File: config.mk
export PLATFORM = sky130hd
export DESIGN_NAME = farmXingCtrl
export DESIGN_NICKNAME = d
export VERILOG_FILES = /design/src/rtl/farmXingPkg.sv /design/src/rtl/sigTimer.sv /design/src/rtl/phaseCtrl.sv /design/src/rtl/farmXingCtrl.sv
export SDC_FILE = /design/constraint.sdc
export NUM_CORES = 1
export LEC_CHECK = 0
export BUFFER_PORTS_ARGS = -buffer_cell sky130_fd_sc_hd__buf_2
export CAP_MARGIN = 15
export CELL_PAD_IN_SITES_DETAIL_PLACEMENT = 0
export CELL_PAD_IN_SITES_GLOBAL_PLACEMENT = 1
export CORE_UTILIZATION = 42
export DETAILED_ROUTE_END_ITERATION = 10
export GPL_TIMING_DRIVEN = 0
export PLACE_DENSITY_LB_ADDON = 0.1
export SETUP_SLACK_MARGIN = 0.2
export SKIP_LAST_GASP = 1
export SYNTH_ARGS = -nofsm -noshare
export SYNTH_HDL_FRONTEND = slang
export SYNTH_SLANG_ARGS = --single-unit
File: constraint.sdc
create_clock -name clk -period 3.55 [get_ports clk]
set_input_delay 1.065 -clock clk [delete_from_list [all_inputs] [get_ports clk]]
set_output_delay 1.065 -clock clk [all_outputs]
set_load 0.02 [all_outputs]
File: src/rtl/farmXingPkg.sv
package farmXingPkg;

  typedef enum logic [1:0] {
    PH_HWY_GO    = 2'd0,
    PH_HWY_WARN  = 2'd1,
    PH_FARM_GO   = 2'd2,
    PH_FARM_WARN = 2'd3
  } phase_e;

  typedef struct packed {
    logic restart;
  } timerCtl_t;

  typedef struct packed {
    logic shortDone;
    logic longDone;
  } timerStat_t;

  typedef struct packed {
    logic red;
    logic yellow;
    logic green;
  } lamp_t;

  function automatic lamp_t hwyLampOf(phase_e ph);
    lamp_t l;
    l = '0;
    case (ph)
      PH_HWY_GO:   l.green  = 1'b1;
      PH_HWY_WARN: l.yellow = 1'b1;
      default:     l.red    = 1'b1;
    endcase
    return l;
  endfunction

  function automatic lamp_t farmLampOf(phase_e ph);
    lamp_t l;
    l = '0;
    case (ph)
      PH_FARM_GO:   l.green  = 1'b1;
      PH_FARM_WARN: l.yellow = 1'b1;
      default:      l.red    = 1'b1;
    endcase
    return l;
  endfunction

endpackage

File: src/rtl/sigTimer.sv
module sigTimer
  import farmXingPkg::*;
#(
  parameter int SHORT_CYC = 5,
  parameter int LONG_CYC  = 15
) (
  input  logic       clk,
  input  logic       rst,
  input  timerCtl_t  ctl,
  output timerStat_t stat
);
  localparam int CW = $clog2(LONG_CYC) + 1;
  localparam logic [CW-1:0] SHORT_LAST = CW'(SHORT_CYC - 1);
  localparam logic [CW-1:0] LONG_LAST  = CW'(LONG_CYC - 1);

  logic [CW-1:0] cntQ;

  // Synchronous clear on restart; saturate at the long threshold.
  always_ff @(posedge clk) begin
    if (rst || ctl.restart) begin
      cntQ <= '0;
    end else if (cntQ < LONG_LAST) begin
      cntQ <= cntQ + 1'b1;
    end
  end

  // The flags are masked during the restart cycle so that a stale count
  // from the previous phase is never seen.
  always_comb begin
    stat.shortDone = !ctl.restart && (cntQ >= SHORT_LAST);
    stat.longDone  = !ctl.restart && (cntQ >= LONG_LAST);
  end

  AST_QUIET_AFTER_START: assert property (@(posedge clk) disable iff (rst)
    ctl.restart |=> !stat.shortDone && !stat.longDone);
  AST_LONG_STAYS: assert property (@(posedge clk) disable iff (rst)
    (stat.longDone && !ctl.restart) |=> (stat.longDone || ctl.restart));
  AST_LONG_AFTER_SHORT: assert property (@(posedge clk) disable iff (rst)
    stat.longDone |-> stat.shortDone);

endmodule

File: src/rtl/phaseCtrl.sv
module phaseCtrl
  import farmXingPkg::*;
(
  input  logic       clk,
  input  logic       rst,
  input  logic       carWaiting,
  input  timerStat_t stat,
  output timerCtl_t  ctl,
  output lamp_t      hwyLamp,
  output lamp_t      farmLamp
);
  phase_e phaseQ, phaseD;
  logic   startQ;
  lamp_t  hwyQ, farmQ;

  always_comb begin
    phaseD = phaseQ;
    case (phaseQ)
      PH_HWY_GO:    if (stat.longDone && carWaiting)   phaseD = PH_HWY_WARN;
      PH_HWY_WARN:  if (stat.shortDone)                phaseD = PH_FARM_GO;
      PH_FARM_GO:   if (stat.longDone || !carWaiting)  phaseD = PH_FARM_WARN;
      PH_FARM_WARN: if (stat.shortDone)                phaseD = PH_HWY_GO;
      default:                                         phaseD = PH_HWY_GO;
    endcase
  end

  always_ff @(posedge clk) begin
    if (rst) begin
      phaseQ <= PH_HWY_GO;
      startQ <= 1'b1;
      hwyQ   <= hwyLampOf(PH_HWY_GO);
      farmQ  <= farmLampOf(PH_HWY_GO);
    end else begin
      phaseQ <= phaseD;
      startQ <= (phaseD != phaseQ);
      hwyQ   <= hwyLampOf(phaseD);
      farmQ  <= farmLampOf(phaseD);
    end
  end

  assign ctl.restart = startQ;
  assign hwyLamp     = hwyQ;
  assign farmLamp    = farmQ;

  AST_START_ON_CHANGE: assert property (@(posedge clk) disable iff (rst)
    !$stable(phaseQ) |-> startQ);
  AST_HWY_EXIT_RULE: assert property (@(posedge clk) disable iff (rst)
    ($past(phaseQ) == PH_HWY_GO && phaseQ == PH_HWY_WARN)
      |-> $past(stat.longDone && carWaiting));
  AST_HWY_WARN_EXIT: assert property (@(posedge clk) disable iff (rst)
    ($past(phaseQ) == PH_HWY_WARN && phaseQ == PH_FARM_GO)
      |-> $past(stat.shortDone));
  AST_FARM_EXIT_RULE: assert property (@(posedge clk) disable iff (rst)
    ($past(phaseQ) == PH_FARM_GO && phaseQ == PH_FARM_WARN)
      |-> $past(stat.longDone || !carWaiting));
  AST_FARM_WARN_EXIT: assert property (@(posedge clk) disable iff (rst)
    ($past(phaseQ) == PH_FARM_WARN && phaseQ == PH_HWY_GO)
      |-> $past(stat.shortDone));
  AST_ONE_HWY_LAMP: assert property (@(posedge clk) disable iff (rst)
    $countones(hwyQ) == 1);
  AST_ONE_FARM_LAMP: assert property (@(posedge clk) disable iff (rst)
    $countones(farmQ) == 1);
  AST_HWY_RED_CROSS: assert property (@(posedge clk) disable iff (rst)
    (phaseQ == PH_FARM_GO || phaseQ == PH_FARM_WARN) |-> hwyQ.red);
  AST_FARM_RED_CROSS: assert property (@(posedge clk) disable iff (rst)
    (phaseQ == PH_HWY_GO || phaseQ == PH_HWY_WARN) |-> farmQ.red);

endmodule

File: src/rtl/farmXingCtrl.sv
module farmXingCtrl
  import farmXingPkg::*;
#(
  parameter int SHORT_CYC = 5,
  parameter int LONG_CYC  = 15
) (
  input  logic clk,
  input  logic rst,
  input  logic carWaiting,
  output logic hwyRed,
  output logic hwyYellow,
  output logic hwyGreen,
  output logic farmRed,
  output logic farmYellow,
  output logic farmGreen
);
  timerCtl_t  tCtl;
  timerStat_t tStat;
  lamp_t      hwyLamp, farmLamp;

  sigTimer #(.SHORT_CYC(SHORT_CYC), .LONG_CYC(LONG_CYC)) timer_i (
    .clk(clk), .rst(rst), .ctl(tCtl), .stat(tStat)
  );

  phaseCtrl ctrl_i (
    .clk(clk), .rst(rst), .carWaiting(carWaiting), .stat(tStat),
    .ctl(tCtl), .hwyLamp(hwyLamp), .farmLamp(farmLamp)
  );

  assign hwyRed     = hwyLamp.red;
  assign hwyYellow  = hwyLamp.yellow;
  assign hwyGreen   = hwyLamp.green;
  assign farmRed    = farmLamp.red;
  assign farmYellow = farmLamp.yellow;
  assign farmGreen  = farmLamp.green;

endmodule

==> results.tsv, run 1 <==
stage	metric	value	unit
global_route	grt_pass1_vias	411	
cts	cts_buffer_depth	2	
drt	antenna_left	0	
pwr	seq_power_share	62.5	%
die	fp.dieW	40.1	µm
die	die_area	1610	µm²
cts	clk_latency	270	ps
setup_path	critPathBufInv	1	
hold_path	holdPathStages	1	
global_route	antenna_found_initial	0	
global_route	grt_usage	17.3	%
cts	cts_tree	built	
final_layout	layout.cells.non_filler	91	
drt	drt_iter0_markers	7	
pwr	power.switching	0.0531	mW
die	ios	9	
setup_path	crit_chain	buf_2	
drt	routed_wl	1.04	mm
die	fp.coreArea	1330	µm²
setup_path	crit_path_end_kind	output port	
pwr	power_frac_comb	4.7	%
timing	drv_slew	0	
logic_synthesis	ys_top_cells_by_area	dfxtp_1 46%, nor2b_1 6.1%, ha_1 4.1%	
logic_synthesis	synth-seq-area-share	45.9	%
global_route	global_route.overflow_total	0	
timing	holdWs	530	ps
logic_synthesis	syn_area_per_cell	9.39	µm²
final_layout	drive_gt1_share	22.4	%
timing	timing.final.crit_share	50.5	%
hold_path	hp-start	ctrl_i.phaseQ[1]$_SDFF_PP0_	
die	fp.dieH	40.1	µm
cts	cts_hold_buf	0	
die	initial_core_util	45.8	%
drt	vias_per_cell	5.26	
hold_path	holdPathEnd	ctrl_i.hwyLamp[1]$_SDFF_PP0_	
pwr	power	0.256	mW
cts	cts_resized	0	
global_route	grt_pass1_wl	1.78	mm
pwr	vdd.ir_drop.worst	0.000207	V
cts	cts.sinks	14	
cts	cts.clk_slew.worst_paths	80	ps
timing	fin_tns_setup	0	ps
logic_synthesis	yosysTopAreaCell	dfxtp_1	
flow_run	drv_cap	0	
setup_path	cp.arrival	730	ps
cts	htreeDepth	1	
setup_path	reg2reg_from	timer_i.cntQ[2]$_SDFFE_PP0N_	
drt	drc	0	
die	rows	13	
timing	slew_headroom	68.5	%
logic_synthesis	yosysUniqueCellTypes	29	
timing	final-hold-violation-count	0	
final_layout	final_area	692	µm²
place	post_dp_cell_area	669	µm²
pwr	p_per_area	370	nW/µm²
setup_path	start_kind	flop	
setup_path	r2r_slack	2190	ps
final_layout	syn_to_final_growth	13.3	%
setup_path	crit_family	flip-flops	
logic_synthesis	yosys_warnings	0	
logic_synthesis	yosys.area.top_type_share	45.9	%
timing	layout_setup_ws	1760	ps
cts	cts_root_buf	clkbuf_4	
timing	rsz0062_at_grt	false	
logic_synthesis	synth.most_common_cell	dfxtp_1	
final_layout	n_antenna_cell	0	
hold_path	holdCritPathClass	reg2reg	
logic_synthesis	synth_edf_count	0	
timing	worst_slew_pin_slew	472	ps
setup_path	timing.rr.end	ctrl_i.hwyLamp[0]$_SDFF_PP1_	
drt	vias	479	
global_route	grt_max_degree	11	
logic_synthesis	syn_inst	65	
cts	post-cts-setup-buffers	0	
logic_synthesis	synthTopCellsByCount	14 x dfxtp_1, 6 x nor2b_1, 4 x inv_1, 4 x nand2_1, 4 x nor3_1	
place	dp_hpwl	746	µm
drt	first_pass_iters	4	
pwr	p_clk_share	32.8	%
logic_synthesis	ys.flop_type	dfxtp_1	
setup_path	crit_path_max_fanout	1	
logic_synthesis	synth-async-reset-ratio	0	%
place	place_ws	1480	ps
logic_synthesis	ys_ff_latch	14	
logic_synthesis	syn_nets	70	
pwr	leakagePower	0.279	nW
timing	skew	5.26	ps
timing	setup_viol	0	
setup_path	max_stage_delay	300	ps
setup_path	critical_path.slowest_cell	dfxtp_1	
setup_path	cp.required	2480	ps
final_layout	fin_nets	83	
setup_path	r2r_cells	4	
cts	cts_made_buffers	3	
pwr	switching_share	20.7	%
place	placed_cells	88	
timing	fmax	558	MHz
final_layout	post-route-util	51.9	%
setup_path	critPathKind	reg2out	
drt	routedWlPerCell	11.4	µm
logic_synthesis	syn_area	611	µm²
timing	period_minus_slack	1790	ps
pwr	p_int	0.203	mW
place	place.port_buffers	8	
status	outcome	finished clean	
place	place_congestion	0.749	
-- worst max-delay path by stage --
stage                                             start                       endpoint  depth (start not counted)
after floorplan                                     rst  ctrl_i.farmLamp[2]$_SDFF_PP1_                          2
after global placement                              rst  ctrl_i.farmLamp[2]$_SDFF_PP1_                          5
after detailed placement                            rst  ctrl_i.farmLamp[2]$_SDFF_PP1_                          5
after CTS                 ctrl_i.farmLamp[2]$_SDFF_PP1_                        farmRed                          1
after global routing                                rst  ctrl_i.farmLamp[2]$_SDFF_PP1_                          5
final                      ctrl_i.hwyLamp[0]$_SDFF_PP1_                       hwyGreen                          1
-- layout make-up --
| cell class | count | area [µm²] |
|---|---|---|
| Multi-Input combinational cell | 44 | 299 |
| Tap cell | 15 | 18.8 |
| Clock buffer | 3 | 22.5 |
| Buffer | 3 | 16.3 |
| Fill cell | 139 | 642 |
| Sequential cell | 14 | 280 |
| Timing Repair Buffer | 8 | 40.0 |
| Inverter | 4 | 15.0 |
-- cell usage in the layout, fill, tap and decap left out, drive strengths merged --
| cell type | instances |
|---|---|
| a2111oi | 1 |
| a211oi | 1 |
| a21boi | 1 |
| a21oi | 2 |
| a221o | 1 |
| a31oi | 2 |
| a41oi | 2 |
| and2 | 2 |
| and3b | 1 |
| buf | 10 |
| clkbuf | 4 |
| dfxtp | 14 |
| ha | 2 |
| inv | 4 |
| nand2 | 4 |
| nand2b | 2 |
| nand4 | 1 |
| nor2 | 3 |
| nor2b | 6 |
| nor3 | 5 |
| nor4 | 1 |
| o211ai | 1 |
| o21ai | 3 |
| o2bb2ai | 1 |
| or4 | 1 |
| xnor2 | 1 |
-- power groups by stage --
stage                     sequential (mW)  clock, mW  combinational [mW]
final                               0.160     0.0840              0.0120
after CTS                           0.160     0.0894              0.0121
after detailed placement            0.164          0              0.0120
after floorplan                     0.164          0             0.00873
after global routing                0.161     0.0958              0.0137
after global placement              0.164          0              0.0120
-- cell families after synthesis --
kind of cell	synth area share, %
buffers and inverters	5.12
DFF	45.9
and+or+nand+nor	25.2
xor gates and xnor gates	1.43
AOI/OAI and AO/OA	18.2
adders and majority gates	4.10
-- flip-flops by register name, summed over array words and instances (netlist names) --
signal           cells
timer_i.cntQ         5
ctrl_i.farmLamp      3
ctrl_i.hwyLamp       3
ctrl_i.phaseQ        2
ctrl_i.ctl           1
-- layer usage --
metal	track usage (%)	part of all wire [%]
met1	23.4	52
met2	22.6	41
met3	10.0	5.7
met4	5.17	0.58
met5	0	0
(Power assumes the default switching activity.)
==> run 2: changes to the inputs <==
--- a/config.mk
+++ b/config.mk
@@ -9,7 +9,7 @@
 export CAP_MARGIN = 15
 export CELL_PAD_IN_SITES_DETAIL_PLACEMENT = 0
 export CELL_PAD_IN_SITES_GLOBAL_PLACEMENT = 1
-export CORE_UTILIZATION = 42
+export CORE_UTILIZATION = 39
 export DETAILED_ROUTE_END_ITERATION = 10
 export GPL_TIMING_DRIVEN = 0
 export PLACE_DENSITY_LB_ADDON = 0.1
==> constraint.sdc (replaced) <==
create_clock -name clk -period 1.7 [get_ports clk]
set_input_delay 0.51 -clock clk [delete_from_list [all_inputs] [get_ports clk]]
set_output_delay 0.51 -clock clk [all_outputs]
set_load 0.02 [all_outputs]
==> results.tsv, run 2 (same netlist as run 1, synthesis figures left out) <==
stage	metric	value	unit	change
status	outcome	finished clean		
cts	cts_tree	built		
die	rows	13		unchanged
timing	fmax	742	MHz	
final_layout	final_area	706	µm²	+2.0%
pwr	p_per_area	838	nW/µm²	+130%
cts	post-cts-setup-buffers	0		unchanged
drt	routed_wl	1.01	mm	-2.4%
pwr	p_clk_share	39.2	%	+6.4 points
drt	first_pass_iters	4		unchanged
setup_path	crit_path_max_fanout	7		+6
global_route	grt_pass1_wl	1.64	mm	-8.1%
die	fp.coreArea	1380	µm²	+3.7%
global_route	grt_usage	12.6	%	-4.7 points
die	ios	9		unchanged
setup_path	cp.arrival	1520	ps	+790 ps
global_route	grt_pass1_vias	380		-7.5%
cts	cts_hold_buf	0		unchanged
place	place.port_buffers	8		unchanged
die	initial_core_util	44.2	%	-1.6 points
final_layout	multiInputGateArea	299	µm²	unchanged
drt	vias	479		unchanged
cts	cts_buffer_depth	2		unchanged
timing	drv_slew	0		unchanged
final_layout	final_common_cell	dfxtp_1		
final_layout	fin_nets	83		unchanged
die	fp.dieH	41.6	µm	+3.6%
cts	clk_latency	270	ps	about the same
timing	holdWs	528	ps	-2.61 ps
setup_path	start_kind	flop		
drt	vias_per_cell	5.21		-1.1%
pwr	leakagePower	0.287	nW	+2.6%
cts	cts_resized	0		unchanged
drt	drc	0		unchanged
pwr	switching_share	20.1	%	-0.58 points
timing	setup_viol	0		unchanged
global_route	grt_max_degree	11		unchanged
cts	cts.sinks	14		unchanged
timing	period_minus_slack	1350	ps	
timing	skew	1.16	ps	-4.09 ps
place	post_dp_cell_area	669	µm²	unchanged
pwr	vdd.ir_drop.worst	0.000479	V	+130%
timing	fin_tns_setup	0	ps	unchanged
global_route	antenna_found_initial	0		unchanged
final_layout	regArea	280	µm²	unchanged
cts	htreeDepth	1		unchanged
final_layout	n_antenna_cell	0		unchanged
place	place_ws	187	ps	-1290 ps
pwr	power	0.591	mW	+130%
final_layout	syn_to_final_growth	15.6	%	
place	place_congestion	0.730		-2.6%
final_layout	largest-register	timer_i.cntQ		
pwr	seq_power_share	56.6	%	-5.9 points
hold_path	holdCritPathClass	in2reg		
timing	rsz0062_at_grt	false		
die	die_area	1730	µm²	+7.3%
cts	cts_made_buffers	3		unchanged
place	dp_hpwl	733	µm	-1.7%
global_route	global_route.overflow_total	0		unchanged
final_layout	layout_common_cells	14 x dfxtp_1, 9 x buf_2, 6 x nor2b_1		
pwr	power_frac_comb	4.2	%	-0.5 points
timing	final-hold-violation-count	0		unchanged
flow_run	drv_cap	0		unchanged
timing	layout_setup_ws	352	ps	-1410 ps
cts	cts.clk_slew.worst_paths	80	ps	about the same
final_layout	largest_reg_flops	5		unchanged
timing	timing.final.crit_share	79.3	%	
drt	drt_iter0_markers	9		+2
setup_path	cp.required	1870	ps	-610 ps
drt	routedWlPerCell	11.0	µm	-3.5%
pwr	power.switching	0.119	mW	+120%
final_layout	drive_gt1_share	23.4	%	+1.0 points
setup_path	crit_path_end_kind	flop		
timing	slew_headroom	68.7	%	+0.17 points
setup_path	critPathKind	reg2reg		
final_layout	fillers	140		+0.72%
cts	cts_root_buf	clkbuf_4		
pwr	p_int	0.472	mW	+130%
timing	worst_slew_pin_slew	470	ps	-2.60 ps
die	fp.dieW	41.6	µm	+3.6%
drt	antenna_left	0		unchanged
## run 2: power by group through the flow
| stage | Clock [mW] | Sequential, mW | Combinational, mW |
|---|---|---|---|
| finish | 0.232 | 0.335 | 0.0250 |
| floorplan | 0 | 0.342 | 0.0182 |
| detailed placement | 0 | 0.342 | 0.0253 |
| global route | 0.253 | 0.335 | 0.0274 |
| global placement | 0 | 0.342 | 0.0251 |
| CTS | 0.242 | 0.335 | 0.0253 |
## run 2: worst max-delay path: stages, from the launching register on
cell and delay (ps):
dfxtp_1 470, a31oi_1 190, nand2b_2 250, a221o_1 340
## run 2: path summary, 6_finish.rpt
kind                           startpoint                       endpoint  slack [ps]  cells after the start
min                                   rst  ctrl_i.farmLamp[0]$_SDFF_PP0_         530                      3
min reg2reg   ctrl_i.phaseQ[1]$_SDFF_PP0_   ctrl_i.hwyLamp[1]$_SDFF_PP0_         550                      1
max reg2reg  timer_i.cntQ[3]$_SDFFE_PP0N_   ctrl_i.hwyLamp[0]$_SDFF_PP1_         350                      3
max          timer_i.cntQ[3]$_SDFFE_PP0N_   ctrl_i.hwyLamp[0]$_SDFF_PP1_         350                      3
## run 2: routing by layer
layer,up-vias,GRT usage (%),wire length [µm]
met2,11,17.8,431
met1,211,16.6,528
met4,0,1.94,0
met5,-,0,0
li1,257,-,-
met3,0,7.83,51
## run 2: per-stage QoR
step,cells,util [%]
2_1_floorplan,65,-
3_3_place_gp,88,48.4
3_5_place_dp,88,48.4
4_1_cts,92,51.0
5_1_grt,92,51.0
6_report,92,51.0
## run 2: final cells by class
type / count / share of cell area [%]
Inverter: 4 / 2.13
Sequential cell: 14 / 39.7
Tap cell: 15 / 2.66
Timing Repair Buffer: 8 / 5.67
Buffer: 3 / 2.30
Clock buffer: 4 / 5.14
Multi-Input combinational cell: 44 / 42.4
